## src/rtl/tdma_pkg.sv

```systemverilog
package tdma_pkg;

  localparam int unsigned REG_W = 16;

  // register index layout
  localparam int REG_CTRL   = 0;
  localparam int REG_STATUS = 1;
  localparam int REG_SWTRIG = 2;
  localparam int CH_BASE    = 4;
  localparam int CH_STRIDE  = 4;
  localparam int F_SRC      = 0;
  localparam int F_DST      = 1;
  localparam int F_CNT      = 2;
  localparam int F_MODE     = 3;

  typedef enum logic [1:0] {
    ENG_IDLE  = 2'd0,
    ENG_READ  = 2'd1,
    ENG_WRITE = 2'd2
  } eng_state_e;

  typedef struct packed {
    logic dst_inc;
    logic src_inc;
  } addr_mode_t;

endpackage

```

## src/rtl/tdma_prio_arb.sv

```systemverilog
module tdma_prio_arb #(
  parameter int N = 2
) (
  input  logic [N-1:0] req,
  output logic [N-1:0] gnt
);

  // lowest index wins; blk[i] is high when any lower index requests
  logic [N-1:0] blk;

  assign blk[0] = 1'b0;
  assign gnt[0] = req[0];

  generate
    for (genvar i = 1; i < N; i++) begin : g_chain
      assign blk[i] = blk[i-1] | req[i-1];
      assign gnt[i] = req[i] & ~blk[i];
    end
  endgenerate

endmodule

```

## src/rtl/tdma_chan.sv

```systemverilog
module tdma_chan
  import tdma_pkg::*;
#(
  parameter int ADDR_W = 16,
  parameter int CNT_W  = 16
) (
  input  logic              clk,
  input  logic              rst_n,
  input  logic              wr_src,
  input  logic              wr_dst,
  input  logic              wr_cnt,
  input  logic              wr_mode,
  input  logic              wr_en,
  input  logic              en_val,
  input  logic [REG_W-1:0]  wdata,
  input  logic              sw_trig,
  input  logic              hw_trig,
  input  logic              clr_done,
  input  logic              grant,
  input  logic              step,
  output logic              pend,
  output logic [ADDR_W-1:0] src,
  output logic [ADDR_W-1:0] dst,
  output logic [CNT_W-1:0]  cnt,
  output addr_mode_t        mode,
  output logic              en,
  output logic              done
);

  logic [ADDR_W-1:0] src_q, dst_q;
  logic [CNT_W-1:0]  cnt_q;
  addr_mode_t        mode_q;
  logic              en_q, pend_q, done_q;
  logic              en_d, armed, trig, last_step;

  always_comb begin
    en_d      = wr_en ? en_val : en_q;
    armed     = en_q && (cnt_q != '0);
    // a software request takes the slot; a same-cycle hardware pulse adds nothing
    if (sw_trig) trig = armed;
    else         trig = armed && hw_trig;
    last_step = step && (cnt_q == CNT_W'(1));
  end

  always_ff @(posedge clk) begin
    if (!rst_n) begin
      src_q  <= '0;
      dst_q  <= '0;
      cnt_q  <= '0;
      mode_q <= '0;
      en_q   <= 1'b0;
      pend_q <= 1'b0;
      done_q <= 1'b0;
    end else begin
      if (wr_src)                     src_q <= wdata[ADDR_W-1:0];
      else if (step && mode_q.src_inc) src_q <= src_q + 1'b1;

      if (wr_dst)                     dst_q <= wdata[ADDR_W-1:0];
      else if (step && mode_q.dst_inc) dst_q <= dst_q + 1'b1;

      if (wr_cnt)    cnt_q <= wdata[CNT_W-1:0];
      else if (step) cnt_q <= cnt_q - 1'b1;

      if (wr_mode) mode_q <= addr_mode_t'(wdata[1:0]);

      en_q <= en_d;

      // one pending slot: later triggers overwrite, never queue
      if (!en_d || last_step) pend_q <= 1'b0;
      else if (trig)          pend_q <= 1'b1;
      else if (grant)         pend_q <= 1'b0;

      if (last_step)     done_q <= 1'b1;
      else if (clr_done) done_q <= 1'b0;
    end
  end

  assign pend = pend_q;
  assign src  = src_q;
  assign dst  = dst_q;
  assign cnt  = cnt_q;
  assign mode = mode_q;
  assign en   = en_q;
  assign done = done_q;

endmodule

```

## src/rtl/tdma_engine.sv

```systemverilog
module tdma_engine
  import tdma_pkg::*;
#(
  parameter int NCH    = 2,
  parameter int ADDR_W = 16,
  parameter int DATA_W = 8
) (
  input  logic                       clk,
  input  logic                       rst_n,
  input  logic [NCH-1:0]             pend,
  input  logic [NCH-1:0][ADDR_W-1:0] src_all,
  input  logic [NCH-1:0][ADDR_W-1:0] dst_all,
  input  logic                       cpu_hold,
  output logic [NCH-1:0]             grant,
  output logic [NCH-1:0]             step,
  output logic                       mem_valid,
  input  logic                       mem_ready,
  output logic                       mem_write,
  output logic [ADDR_W-1:0]          mem_addr,
  output logic [DATA_W-1:0]          mem_wdata,
  input  logic [DATA_W-1:0]          mem_rdata,
  input  logic                       mem_addr_ok
);

  localparam int CH_W = (NCH > 1) ? $clog2(NCH) : 1;

  eng_state_e        st_q, st_d;
  logic [CH_W-1:0]   ch_q, win_idx;
  logic [ADDR_W-1:0] sa_q, da_q;
  logic [DATA_W-1:0] buf_q;
  logic [NCH-1:0]    win;
  logic              load, rd_take, finish;

  tdma_prio_arb #(.N(NCH)) u_arb (
    .req (pend),
    .gnt (win)
  );

  always_comb begin
    win_idx = '0;
    for (int i = 0; i < NCH; i++) begin
      if (win[i]) win_idx = CH_W'(i);
    end
  end

  always_comb begin
    st_d      = st_q;
    grant     = '0;
    load      = 1'b0;
    rd_take   = 1'b0;
    finish    = 1'b0;
    mem_valid = 1'b0;
    mem_write = 1'b0;
    mem_addr  = '0;
    unique case (st_q)
      ENG_IDLE: begin
        if ((|pend) && !cpu_hold) begin
          grant = win;
          load  = 1'b1;
          st_d  = ENG_READ;
        end
      end
      ENG_READ: begin
        mem_addr = sa_q;
        if (!mem_addr_ok) begin
          rd_take = 1'b1;
          st_d    = ENG_WRITE;
        end else begin
          mem_valid = 1'b1;
          if (mem_ready) begin
            rd_take = 1'b1;
            st_d    = ENG_WRITE;
          end
        end
      end
      ENG_WRITE: begin
        mem_addr  = da_q;
        mem_write = 1'b1;
        if (!mem_addr_ok) begin
          finish = 1'b1;
        end else begin
          mem_valid = 1'b1;
          finish    = mem_ready;
        end
        if (finish) st_d = ENG_IDLE;
      end
      default: st_d = ENG_IDLE;
    endcase
  end

  generate
    for (genvar g = 0; g < NCH; g++) begin : g_step
      assign step[g] = finish && (ch_q == CH_W'(g));
    end
  endgenerate

  always_ff @(posedge clk) begin
    if (!rst_n) begin
      st_q  <= ENG_IDLE;
      ch_q  <= '0;
      sa_q  <= '0;
      da_q  <= '0;
      buf_q <= '0;
    end else begin
      st_q <= st_d;
      if (load) begin
        ch_q <= win_idx;
        sa_q <= src_all[win_idx];
        da_q <= dst_all[win_idx];
      end
      if (rd_take) buf_q <= mem_addr_ok ? mem_rdata : '0;
    end
  end

  assign mem_wdata = buf_q;

endmodule

```

## src/rtl/trig_dma.sv

```systemverilog
module trig_dma
  import tdma_pkg::*;
#(
  parameter int NCH    = 2,
  parameter int ADDR_W = 16,
  parameter int DATA_W = 8,
  parameter int CNT_W  = 16,
  localparam int REG_AW = $clog2(CH_BASE + CH_STRIDE * NCH)
) (
  input  logic              clk,
  input  logic              rst_n,
  input  logic              reg_we,
  input  logic [REG_AW-1:0] reg_addr,
  input  logic [REG_W-1:0]  reg_wdata,
  output logic [REG_W-1:0]  reg_rdata,
  input  logic [NCH-1:0]    hw_trig,
  input  logic              cpu_hold,
  output logic              mem_valid,
  input  logic              mem_ready,
  output logic              mem_write,
  output logic [ADDR_W-1:0] mem_addr,
  output logic [DATA_W-1:0] mem_wdata,
  input  logic [DATA_W-1:0] mem_rdata,
  input  logic              mem_addr_ok,
  output logic              irq
);

  logic [NCH-1:0][ADDR_W-1:0] src_w, dst_w;
  logic [NCH-1:0][CNT_W-1:0]  cnt_w;
  addr_mode_t [NCH-1:0]       mode_w;
  logic [NCH-1:0]             en_w, done_w, pend_w, grant_w, step_w;
  logic                       ctrl_we, stat_we, swt_we;

  assign ctrl_we = reg_we && (reg_addr == REG_AW'(REG_CTRL));
  assign stat_we = reg_we && (reg_addr == REG_AW'(REG_STATUS));
  assign swt_we  = reg_we && (reg_addr == REG_AW'(REG_SWTRIG));

  generate
    for (genvar g = 0; g < NCH; g++) begin : g_ch
      localparam int BASE = CH_BASE + CH_STRIDE * g;
      tdma_chan #(
        .ADDR_W (ADDR_W),
        .CNT_W  (CNT_W)
      ) u_chan (
        .clk      (clk),
        .rst_n    (rst_n),
        .wr_src   (reg_we && (reg_addr == REG_AW'(BASE + F_SRC))),
        .wr_dst   (reg_we && (reg_addr == REG_AW'(BASE + F_DST))),
        .wr_cnt   (reg_we && (reg_addr == REG_AW'(BASE + F_CNT))),
        .wr_mode  (reg_we && (reg_addr == REG_AW'(BASE + F_MODE))),
        .wr_en    (ctrl_we),
        .en_val   (reg_wdata[g]),
        .wdata    (reg_wdata),
        .sw_trig  (swt_we && reg_wdata[g]),
        .hw_trig  (hw_trig[g]),
        .clr_done (stat_we && reg_wdata[g]),
        .grant    (grant_w[g]),
        .step     (step_w[g]),
        .pend     (pend_w[g]),
        .src      (src_w[g]),
        .dst      (dst_w[g]),
        .cnt      (cnt_w[g]),
        .mode     (mode_w[g]),
        .en       (en_w[g]),
        .done     (done_w[g])
      );
    end
  endgenerate

  tdma_engine #(
    .NCH    (NCH),
    .ADDR_W (ADDR_W),
    .DATA_W (DATA_W)
  ) u_engine (
    .clk         (clk),
    .rst_n       (rst_n),
    .pend        (pend_w),
    .src_all     (src_w),
    .dst_all     (dst_w),
    .cpu_hold    (cpu_hold),
    .grant       (grant_w),
    .step        (step_w),
    .mem_valid   (mem_valid),
    .mem_ready   (mem_ready),
    .mem_write   (mem_write),
    .mem_addr    (mem_addr),
    .mem_wdata   (mem_wdata),
    .mem_rdata   (mem_rdata),
    .mem_addr_ok (mem_addr_ok)
  );

  always_comb begin
    reg_rdata = '0;
    if (reg_addr == REG_AW'(REG_CTRL))   reg_rdata = REG_W'(en_w);
    if (reg_addr == REG_AW'(REG_STATUS)) reg_rdata = REG_W'(done_w);
    for (int c = 0; c < NCH; c++) begin
      if (reg_addr == REG_AW'(CH_BASE + CH_STRIDE * c + F_SRC))  reg_rdata = REG_W'(src_w[c]);
      if (reg_addr == REG_AW'(CH_BASE + CH_STRIDE * c + F_DST))  reg_rdata = REG_W'(dst_w[c]);
      if (reg_addr == REG_AW'(CH_BASE + CH_STRIDE * c + F_CNT))  reg_rdata = REG_W'(cnt_w[c]);
      if (reg_addr == REG_AW'(CH_BASE + CH_STRIDE * c + F_MODE)) reg_rdata = REG_W'(mode_w[c]);
    end
  end

  assign irq = |done_w;

endmodule

```

## config.mk

```make
export PLATFORM = sky130hd
export DESIGN_NAME = trig_dma
export DESIGN_NICKNAME = d
export VERILOG_FILES = /design/src/rtl/tdma_pkg.sv /design/src/rtl/tdma_prio_arb.sv /design/src/rtl/tdma_chan.sv /design/src/rtl/tdma_engine.sv /design/src/rtl/trig_dma.sv
export SDC_FILE = /design/constraint.sdc
export NUM_CORES = 1
export LEC_CHECK = 0
export ABC_AREA = 1
export ABC_CLOCK_PERIOD_IN_PS = 2450
export BUFFER_PORTS_ARGS = -buffer_cell sky130_fd_sc_hd__buf_2
export CORE_MARGIN = 10
export CORE_UTILIZATION = 57
export CTS_BUF_LIST = sky130_fd_sc_hd__clkbuf_2
export DETAILED_ROUTE_END_ITERATION = 12
export GPL_ROUTABILITY_DRIVEN = 1
export PLACE_DENSITY = 0.73
export SKIP_CTS_REPAIR_TIMING = 1
export SYNTH_ARGS = -nofsm -noshare
export SYNTH_HDL_FRONTEND = slang
export SYNTH_SLANG_ARGS = --single-unit
```

## constraint.sdc

```tcl
create_clock -name clk -period 2.45 [get_ports clk]
set_input_delay 0.49 -clock clk [delete_from_list [all_inputs] [get_ports clk]]
set_output_delay 0.49 -clock clk [all_outputs]
set_load 0.1 [all_outputs]
```

### Yosys cells after proc, flatten, opt, wreduce, memory -nomap -nowiden

Cells that the tools add are included.
Widths: inputs -> output; s select.

* register bits after elaboration: 149
* bits of input ports: 36
* output and inout bits: 43
* logic and storage cells: 161

* add/sub/neg operators: 6
* $lt $le $gt $ge: 1
* eq/ne operators: 17
* mux-type cells: 59
* bitwise gates (word level): 4
* reduce and logical (&&, ||, !) cells: 53

Operators by type and width (number)
* $mux 16: 25
* $add 16x1->16 const B: 4
* $eq 16x1->1 const B: 2
* $pmux 16 s2: 1
* $reduce_bool 16->1: 2
* $sub 16x1->16 const B: 2
* $logic_and 1x1->1: 28
* $mux 1: 24
* $reduce_bool 2->1: 10
* $eq 4x3->1 const B: 4
* $eq 4x4->1 const B: 4
* $mux 2: 7
* $reduce_or 2->1: 5
* $mux 8: 1
* $pmux 2 s3: 1
* $eq 4x1->1 const B: 1
* $eq 4x2->1 const B: 1
* $logic_not 4->1: 1
* $ne 2x1->1 const B: 2
* $logic_not 1->1: 3
* $ne 3x3->1 const B: 1
* $not 1->1: 3
* $reduce_and 3->1: 1
* $eq 2x1->1 const B: 1
* 5 further kinds: 6

### Logic depth before layout (Yosys ltp)

Gate-level depths: netlist of the first run.

* depth in word-level cells: 11
* mapped depth: 12
* mapped depth without buffers: 11

### Hierarchy

Synthesis of the first run repeated with hierarchy kept, for this count alone.

* cell total of the unflattened synthesis: 1619
* area, all modules: 10030.9 µm²

Modules (own cells, without submodules)
* tdma_chan: times used 2, cells an instance 524, area each 3298.2 µm², seq. area each 1061.0 µm²
* tdma_engine: times used 1, cells an instance 367, area each 2347.3 µm², seq. area each 860.8 µm²
* trig_dma: times used 1, cells an instance 201, area each 1069.8 µm², seq. area each 0.0 µm²
* tdma_prio_arb: times used 1, cells an instance 3, area each 17.5 µm², seq. area each 0.0 µm²

### Least setup slack after synthesis of the first run

No wires, ideal clock.

* kind: register -> output
* start: register u_engine.st_q[0]
* end: output port mem_addr[0]
* arrival: 3.361 ns
* setup slack: -1.401 ns
* cell stages (with the launch flop): 7
* path buffers: 2
* cell sequence: dfxtp_1 > inv_1 > ha_1 > buf_2 > clkbuf_1 > nand2_1 > a21oi_1

* cells in the longest elaborated chain, start to end: 2
* elaborated cells on any way between the ends: 3

RTL lines
* start: declaration: RTL line tdma_engine.sv:27 `eng_state_e st_q, st_d;`
* start signal: assignment: RTL line tdma_engine.sv:105 `st_q <= st_d;`
* $eq 2x2->1 or $eq 2x1->1 (tied branches): RTL line tdma_engine.sv:55 `unique case (st_q)`
* $pmux 16 s2 *: RTL line tdma_engine.sv:55
* end: declaration: RTL line trig_dma.sv:21 `output logic [ADDR_W-1:0] mem_addr,`

Mark *: on every way between the ends. The rest lies on a longest branch, timed or not.

### Worst setup path in the final report of the first run

* start: register u_engine.st_q[1]
* end: output port mem_addr[2]

Same word-level chain as after synthesis.

==> qor.csv, run 1 <==
metric;value;unit
sequential fraction of design power;52.5;%
overall die height;152;µm
worst min-delay path startpoint;reg_wdata[15];
HPWL after DPL;29.4;mm
number of top-level pins;79;
number of inserted filler cells in the final layout;1503;
number of max-slew violations in the final report;0;
TritonCTS clock tree;yes;
most common cell after layout, fill and taps aside;sky130_fd_sc_hd__nand2_1;
antenna violations before repair;1;
fraction of post-synthesis cell area in the top cell type by area;30.2;%
number of H-tree levels;4;
Seq/Total Area, Yosys;30.2;%
primary flip-flop cell chosen by synthesis mapping;sky130_fd_sc_hd__dfxtp_1;
R2R Setup Slk;0.31;ns
Yosys warnings;0;
Place WS;0.0526;ns
Die Area;23000;µm²
final period utilization;107;%
maximum fanout count along the critical path;16;
root buffer selected by CTS;sky130_fd_sc_hd__clkbuf_2;
wire length after detailed routing;39.7;mm
post-synthesis cell count;1626;
share of the synthesized area in compound gates (AO/OA/AOI/OAI);17.7;%
post-layout util;72.0;%
Reg area;3140;µm²
overall overflow remaining after global route;0;
cell-internal power;0.00314;W
violations in the final reports;setup timing;
Vias per Instance;6.01;
Pre-antenna DRT Iters;6;
clock period minus final worst setup slack;2.62;ns
multiplexer area fraction after synthesis;0;%
Comb pwr share;12.7;%
crit path DAT;2.13;ns
capturing point of the worst reg2reg path;g_ch[0].u_chan.src[4];
number of port buffers;78;
type of destination of the critical path;output port;
vias in the first global route;10300;
fraction of synthesis flops using an asynchronous set or reset pin;0;%
Switching Fraction;33.4;%
cells on worst reg2reg path;11;
Static Leak;4.91;nW
combined global-route utilization of all metal layers;33.2;%
worst slew margin relative to its limit;52.7;%
Post-Synth XOR/XNOR Area;1.95;%
data required time of the critical path;1.96;ns
P&R area growth vs syn;24.7;%
Clock Latency Late Sink;0.80;ns
P per Cell Area;382;nW/µm²
unrepaired setup endpoints after global routing;true;
worst setup skew after layout;0.0391;ns
number of hold violations in the final report;0;
vias;11900;
area of the mapped netlist;9880;µm²
biggest area consumer among synthesized cells;sky130_fd_sc_hd__dfxtp_1;
startpoint of the worst register-to-register path;u_engine.st_q[1];
antenna violation net count after detailed routing;0;
clock sink total;149;
hold path endpoint;g_ch[0].u_chan.dst[15];
most used cells in the layout excluding fill and tap cells;461 x sky130_fd_sc_hd__nand2_1, 177 x sky130_fd_sc_hd__nor2_1, 176 x sky130_fd_sc_hd__inv_1;
P_sw;0.00157;W
number of placement rows;48;
Core Footprint;17100;µm²
transition at the pin with the smallest max-transition slack;0.709;ns
Worst IR Drop VDD;0.309;mV
number of remaining DRC errors;0;
Max Clock Freq;382;MHz
wire length of the first global-routing pass;58.7;mm
Syn Nets;1675;
maximum clock path buffer count;2;
register bit count reported by yosys;149;
main area contributors after synthesis;sky130_fd_sc_hd__dfxtp_1 30%, sky130_fd_sc_hd__nand2_1 18%, sky130_fd_sc_hd__inv_1 7.3%;
number of enable-type register cells in the synthesized netlist;0;
worst hold path type;input port to flop;
mean area per synthesized cell;6.08;µm²
combinational family with the most area after synthesis;simple AND/OR/NAND/NOR gates;
Wirelength per Cell;20.1;µm
Synth cell types;44;
max_cap viols;0;
critical path start-end classification;flop to output port;
adder and majority cell fraction of the synthesized area;1.65;%
initial core utilization;57.7;%
cell count of the worst hold path;5;
final setup violating endpoints;27;
sort of element at the start of the critical path;flop;
final worst slack;-0.168;ns
global placement routability congestion;1.05;
Chip Width;152;µm
outcome;finished with violations;
multi-input combinational cell area;6280;µm²
overall power of the completed layout;0.00471;W
fraction of final layout cells sized beyond drive strength 1;21.1;%
clock-pin slew of the registers on the worst-case setup and hold paths;0.28;ns
final net count;1786;
pin count of the biggest net entering global routing;77;
violation count after the first detailed-route iteration;1779;
post-synthesis share of cell area spent on and, or, nand and nor gates;37.6;%
total CTS buffers;17;
Clk network pwr share;34.9;%
==> metrics by stage <==
step           cells  hold slack (ns)  instance area, µm²  setup TNS, ns
2_1_floorplan   1626            0.440               10200         -0.117
3_3_place_gp    1904            0.450               11300              0
3_5_place_dp    1904            0.453               11300              0
4_1_cts         1936          -0.0907               11600          -9.98
5_1_grt         1976           0.0225               12300          -4.81
6_report        1976           0.0125               12300          -2.75
==> layout make-up <==
cell class / count / area share [%]
sequential: 149 / 25.5
tap: 225 / 2.28
timing repair buffer: 150 / 12.5
multi-input combinational: 1212 / 50.9
inverter: 207 / 6.52
clock inverter: 15 / 1.53
clock buffer: 17 / 0.690
antenna: 1 / 0.0203
==> how the worst max path moves through the flow <==
| stage | from | to | slack (ns) | depth (start not counted) |
|---|---|---|---|---|
| CTS | u_engine.st_q[1] | mem_addr[2] | -0.45 | 6 |
| detailed placement | reg_addr[3] | reg_rdata[0] | 0.05 | 11 |
| global placement | reg_addr[2] | reg_rdata[9] | 0.07 | 8 |
| floorplan | reg_addr[3] | reg_rdata[13] | -0.12 | 8 |
| finish | u_engine.st_q[1] | mem_addr[2] | -0.17 | 6 |
| global route | u_engine.st_q[1] | mem_addr[2] | -0.24 | 6 |
==> worst max-delay path, stage by stage, from the launching register on <==
cell	delay, ns
sky130_fd_sc_hd__dfxtp_2	0.41
sky130_fd_sc_hd__inv_2	0.07
sky130_fd_sc_hd__ha_4	0.28
sky130_fd_sc_hd__inv_2	0.04
sky130_fd_sc_hd__buf_12	0.17
sky130_fd_sc_hd__a21oi_4	0.17
sky130_fd_sc_hd__buf_12	0.19
==> registers in the layout, summed over array words and instances, names as in the netlist <==
signal              flops
g_ch.u_chan.en          2
u_engine.da_q          16
g_ch.u_chan.src        32
u_engine.sa_q          16
g_ch.u_chan.pend        2
u_engine.ch_q           1
g_ch.u_chan.done        2
g_ch.u_chan.mode        4
g_ch.u_chan.dst        32
g_ch.u_chan.cnt        32
u_engine.st_q           2
u_engine.mem_wdata      8
==> layer usage <==
metal  vias up  track usage [%]  part of all wire, %
met5         -                0                    0
met4         0             20.4                  7.1
met3       162             7.01                   11
met2       720             50.0                   43
met1      5443             42.5                   38
li1       5543                -                    -
==> cell families (layout without fill, tap and decap cells) <==
logic type | after synthesis | count (layout)
adders and majority gates | 13 | 13
buffers and inverters | 265 | 389
other | 0 | 1
xor gates and xnor gates | 22 | 22
DFF | 149 | 149
AOI/OAI and AO/OA | 311 | 311
and+or+nand+nor | 866 | 866
==> Yosys cell counts (13+ instances only) <==
master                       n
sky130_fd_sc_hd__nand3_1   124
sky130_fd_sc_hd__a31oi_1    41
sky130_fd_sc_hd__nor2_1    189
sky130_fd_sc_hd__o211ai_1   23
sky130_fd_sc_hd__dfxtp_1   149
sky130_fd_sc_hd__clkbuf_1   35
sky130_fd_sc_hd__nor3_1     27
sky130_fd_sc_hd__buf_2      15
sky130_fd_sc_hd__o22ai_1    17
sky130_fd_sc_hd__nand2_1   464
sky130_fd_sc_hd__xor2_1     21
sky130_fd_sc_hd__inv_2      13
sky130_fd_sc_hd__nand4_1    16
sky130_fd_sc_hd__a21oi_1   105
sky130_fd_sc_hd__nand2_2    13
sky130_fd_sc_hd__inv_1     192
sky130_fd_sc_hd__ha_1       13
sky130_fd_sc_hd__o21ai_0   101
==> power groups by stage <==
stage               Combinational (W)  Sequential, W  Clock, W
floorplan                    0.000338        0.00252         0
global placement             0.000543        0.00254         0
detailed placement           0.000546        0.00254         0
CTS                          0.000548        0.00250   0.00163
global route                 0.000636        0.00247   0.00176
finish                       0.000598        0.00247   0.00164
(Power assumes the default switching activity.)
==> run 2, diff against run 1 <==
--- a/config.mk
+++ b/config.mk
@@ -15,6 +15,8 @@
 export GPL_ROUTABILITY_DRIVEN = 1
 export PLACE_DENSITY = 0.73
 export SKIP_CTS_REPAIR_TIMING = 1
+export SLEW_MARGIN = 20
 export SYNTH_ARGS = -nofsm -noshare
 export SYNTH_HDL_FRONTEND = slang
+export SYNTH_HIERARCHICAL = 1
 export SYNTH_SLANG_ARGS = --single-unit
==> run 2 against run 1 <==
- utilization fell by 1.3 points
- the run still ends with setup timing left
- largest power group unchanged
- synthesized area grew 1.5%
- synthesized cell count decreased by 0.43%
==> qor.csv, run 2 <==
metric;value;unit;change
fraction of post-synthesis cell area in the top cell type by area;29.7;%;-0.44 points
Place WS;0.123;ns;+0.0699 ns
startpoint of the worst register-to-register path;u_engine/st_q[1];;
clock period minus final worst setup slack;2.65;ns;+0.0366 ns
Pre-antenna DRT Iters;6;;unchanged
number of remaining DRC errors;0;;unchanged
main area contributors after synthesis;sky130_fd_sc_hd__dfxtp_1 30%, sky130_fd_sc_hd__nand2_1 17%, sky130_fd_sc_hd__inv_1 7.2%;;
final worst slack;-0.204;ns;-0.0366 ns
primary flip-flop cell chosen by synthesis mapping;sky130_fd_sc_hd__dfxtp_1;;
number of port buffers;78;;unchanged
final period utilization;108;%;+1.5 points
number of placement rows;48;;unchanged
wire length of the first global-routing pass;56.9;mm;-3.1%
post-layout util;70.7;%;-1.3 points
number of top-level pins;79;;unchanged
most common cell after layout, fill and taps aside;sky130_fd_sc_hd__nand2_1;;
Static Leak;4.88;nW;-0.47%
most instantiated library cell after synthesis;sky130_fd_sc_hd__nand2_1;;
number of enable-type register cells in the synthesized netlist;0;;unchanged
pin count of the biggest net entering global routing;66;;-14%
Syn Nets;1668;;-0.42%
slowest stage delay, CP;0.45;ns;+0.04 ns
Yosys warnings;6;;+6
number of H-tree levels;4;;unchanged
transition at the pin with the smallest max-transition slack;0.554;ns;-0.155 ns
max_cap viols;0;;unchanged
Wirelength per Cell;19.3;µm;-4.1%
start point of the critical path;u_engine/st_q[1];;
clock sink total;149;;unchanged
outcome;finished with violations;;
sort of element at the start of the critical path;flop;;
most prevalent standard cell on the critical path;sky130_fd_sc_hd__inv_4;;
clock-pin slew of the registers on the worst-case setup and hold paths;0.22;ns;-0.06 ns
Core Footprint;17300;µm²;+1.1%
cells on worst reg2reg path;11;;unchanged
cell with the largest stage delay on the worst path;sky130_fd_sc_hd__dfxtp_4;;
overall overflow remaining after global route;0;;unchanged
maximum clock path buffer count;2;;unchanged
Chip Width;153;µm;+0.65%
final total negative setup slack;-2.67;ns;+0.0800 ns
fraction of final layout cells sized beyond drive strength 1;21.2;%;+0.076 points
Seq/Total Area, Yosys;29.7;%;-0.44 points
vias;11700;;-1.8%
total CTS buffers;17;;unchanged
initial core utilization;58.0;%;+0.25 points
biggest area consumer among synthesized cells;sky130_fd_sc_hd__dfxtp_1;;
combined global-route utilization of all metal layers;30.0;%;-3.1 points
critical path start-end classification;flop to output port;;
wire length after detailed routing;37.9;mm;-4.6%
global placement routability congestion;0.971;;-7.1%
data required time of the critical path;1.96;ns;about the same
final setup violating endpoints;17;;-37%
violations in the final reports;setup timing;;
maximum fanout count along the critical path;8;;-8
worst setup skew after layout;0.0263;ns;-0.0128 ns
violation count after the first detailed-route iteration;1631;;-8.3%
number of hold violations in the final report;0;;unchanged
worst min-delay path startpoint;mem_addr_ok;;
number of inserted filler cells in the final layout;1532;;+1.9%
Synth cell types;43;;-2.3%
worst slew margin relative to its limit;62.7;%;+10 points
antenna violations before repair;1;;unchanged
post-synthesis cell count;1619;;-0.43%
TritonCTS clock tree;yes;;
Worst IR Drop VDD;0.346;mV;+12%
capturing point of the worst reg2reg path;g_ch[1].u_chan/cnt[5];;
most used cells in the layout excluding fill and tap cells;432 x sky130_fd_sc_hd__nand2_1, 188 x sky130_fd_sc_hd__inv_1, 179 x sky130_fd_sc_hd__nor2_1;;
overall die height;153;µm;+0.65%
HPWL after DPL;26.7;mm;-9.1%
worst path cell trace;inv_4 > ha_4 > inv_4 > clkbuf_16 > a21oi_4 > buf_12;;
unrepaired setup endpoints after global routing;true;;
vias in the first global route;10200;;-1.8%
mean area per synthesized cell;6.20;µm²;+1.9%
type of destination of the critical path;output port;;
Max Clock Freq;377;MHz;-1.4%
register bit count reported by yosys;149;;unchanged
fraction of synthesis flops using an asynchronous set or reset pin;0;%;unchanged
worst hold path type;input port to flop;;
P per Cell Area;398;nW/µm²;+4.1%
number of max-slew violations in the final report;0;;unchanged
final net count;1776;;-0.56%
Die Area;23300;µm²;+1.3%
overall power of the completed layout;0.00486;W;+3.3%
Vias per Instance;5.93;;-1.3%
crit path DAT;2.16;ns;+0.03 ns
R2R Setup Slk;0.31;ns;about the same
antenna violation net count after detailed routing;0;;unchanged
Clock Latency Late Sink;0.78;ns;-0.02 ns
capturing element of the worst setup path;mem_addr[13];;
P&R area growth vs syn;21.9;%;
most frequent cells after synthesis;442 x sky130_fd_sc_hd__nand2_1, 192 x sky130_fd_sc_hd__inv_1, 180 x sky130_fd_sc_hd__nor2_1;;
root buffer selected by CTS;sky130_fd_sc_hd__clkbuf_2;;
area of the mapped netlist;10000;µm²;+1.5%
-- run 2: worst min-delay path by stage --
| stage | endpoint | slack, ns | cells past startpoint |
|---|---|---|---|
| 2_1_floorplan | u_engine/ch_q | 0.44 | 2 |
| 3_3_place_gp | u_engine/mem_wdata[2] | 0.45 | 2 |
| 3_5_place_dp | u_engine/mem_wdata[3] | 0.45 | 2 |
| 4_1_cts | u_engine/mem_wdata[3] | -0.1 | 3 |
| 5_1_grt | g_ch[0].u_chan/cnt[9] | -0.006 | 3 |
| 6_report | u_engine/mem_wdata[7] | 0.06 | 3 |
-- run 2: per-layer routing --
layer  global-route usage [%]  routed length [µm]
met5                        0                   0
met4                     14.6                1910
met3                     8.19                4460
met2                     44.1               16500
met1                     39.7               15100
-- run 2: worst max-delay path, delay by kind of cell (launching register included) --
family,cells,cell delay [ns]
flops,1,0.45
compound gates,1,0.17
buf+inv,4,0.49
fa+ha+maj,1,0.29
-- run 2: through the flow --
stage / cells / hold WS (ns) / area (µm²)
global placement: 1909 / 0.449 / 11100
floorplan: 1619 / 0.445 / 10200
finish: 1966 / 0.0649 / 12200
detailed placement: 1909 / 0.454 / 11100
global route: 1965 / -0.00623 / 12200
CTS: 1940 / -0.0973 / 11500
-- run 2: layout make-up --
cell class              count  area (µm²)  share of cell area, %
diodes                      2        5.00                 0.0409
clock buffers              19        95.1                  0.777
clock inverters            12         228                   1.86
inverters                 209         800                   6.54
multi-input cells        1203        6150                   50.3
flip-flops and latches    149        3130                   25.6
well taps                 225         282                   2.30
repair buffers            147        1540                   12.6
-- run 2: cells by family (layout without fill, tap and decap cells) --
logic type | after synthesis | in the layout | share of synthesized area, %
buf+inv | 267 | 387 | 11.8
other cells | 0 | 2 | 0
flops | 149 | 149 | 29.7
simple gates | 878 | 878 | 38.8
xor+xnor | 8 | 8 | 0.698
compound gates | 304 | 304 | 17.4
fa+ha+maj | 13 | 13 | 1.62
-- run 2: report_power, final --
| group | total, W | internal (W) | switching, W |
|---|---|---|---|
| Combinational | 0.000537 | 0.000168 | 0.000369 |
| Clock | 0.00185 | 0.000885 | 0.000968 |
| Sequential | 0.00247 | 0.00243 | 0.0000464 |
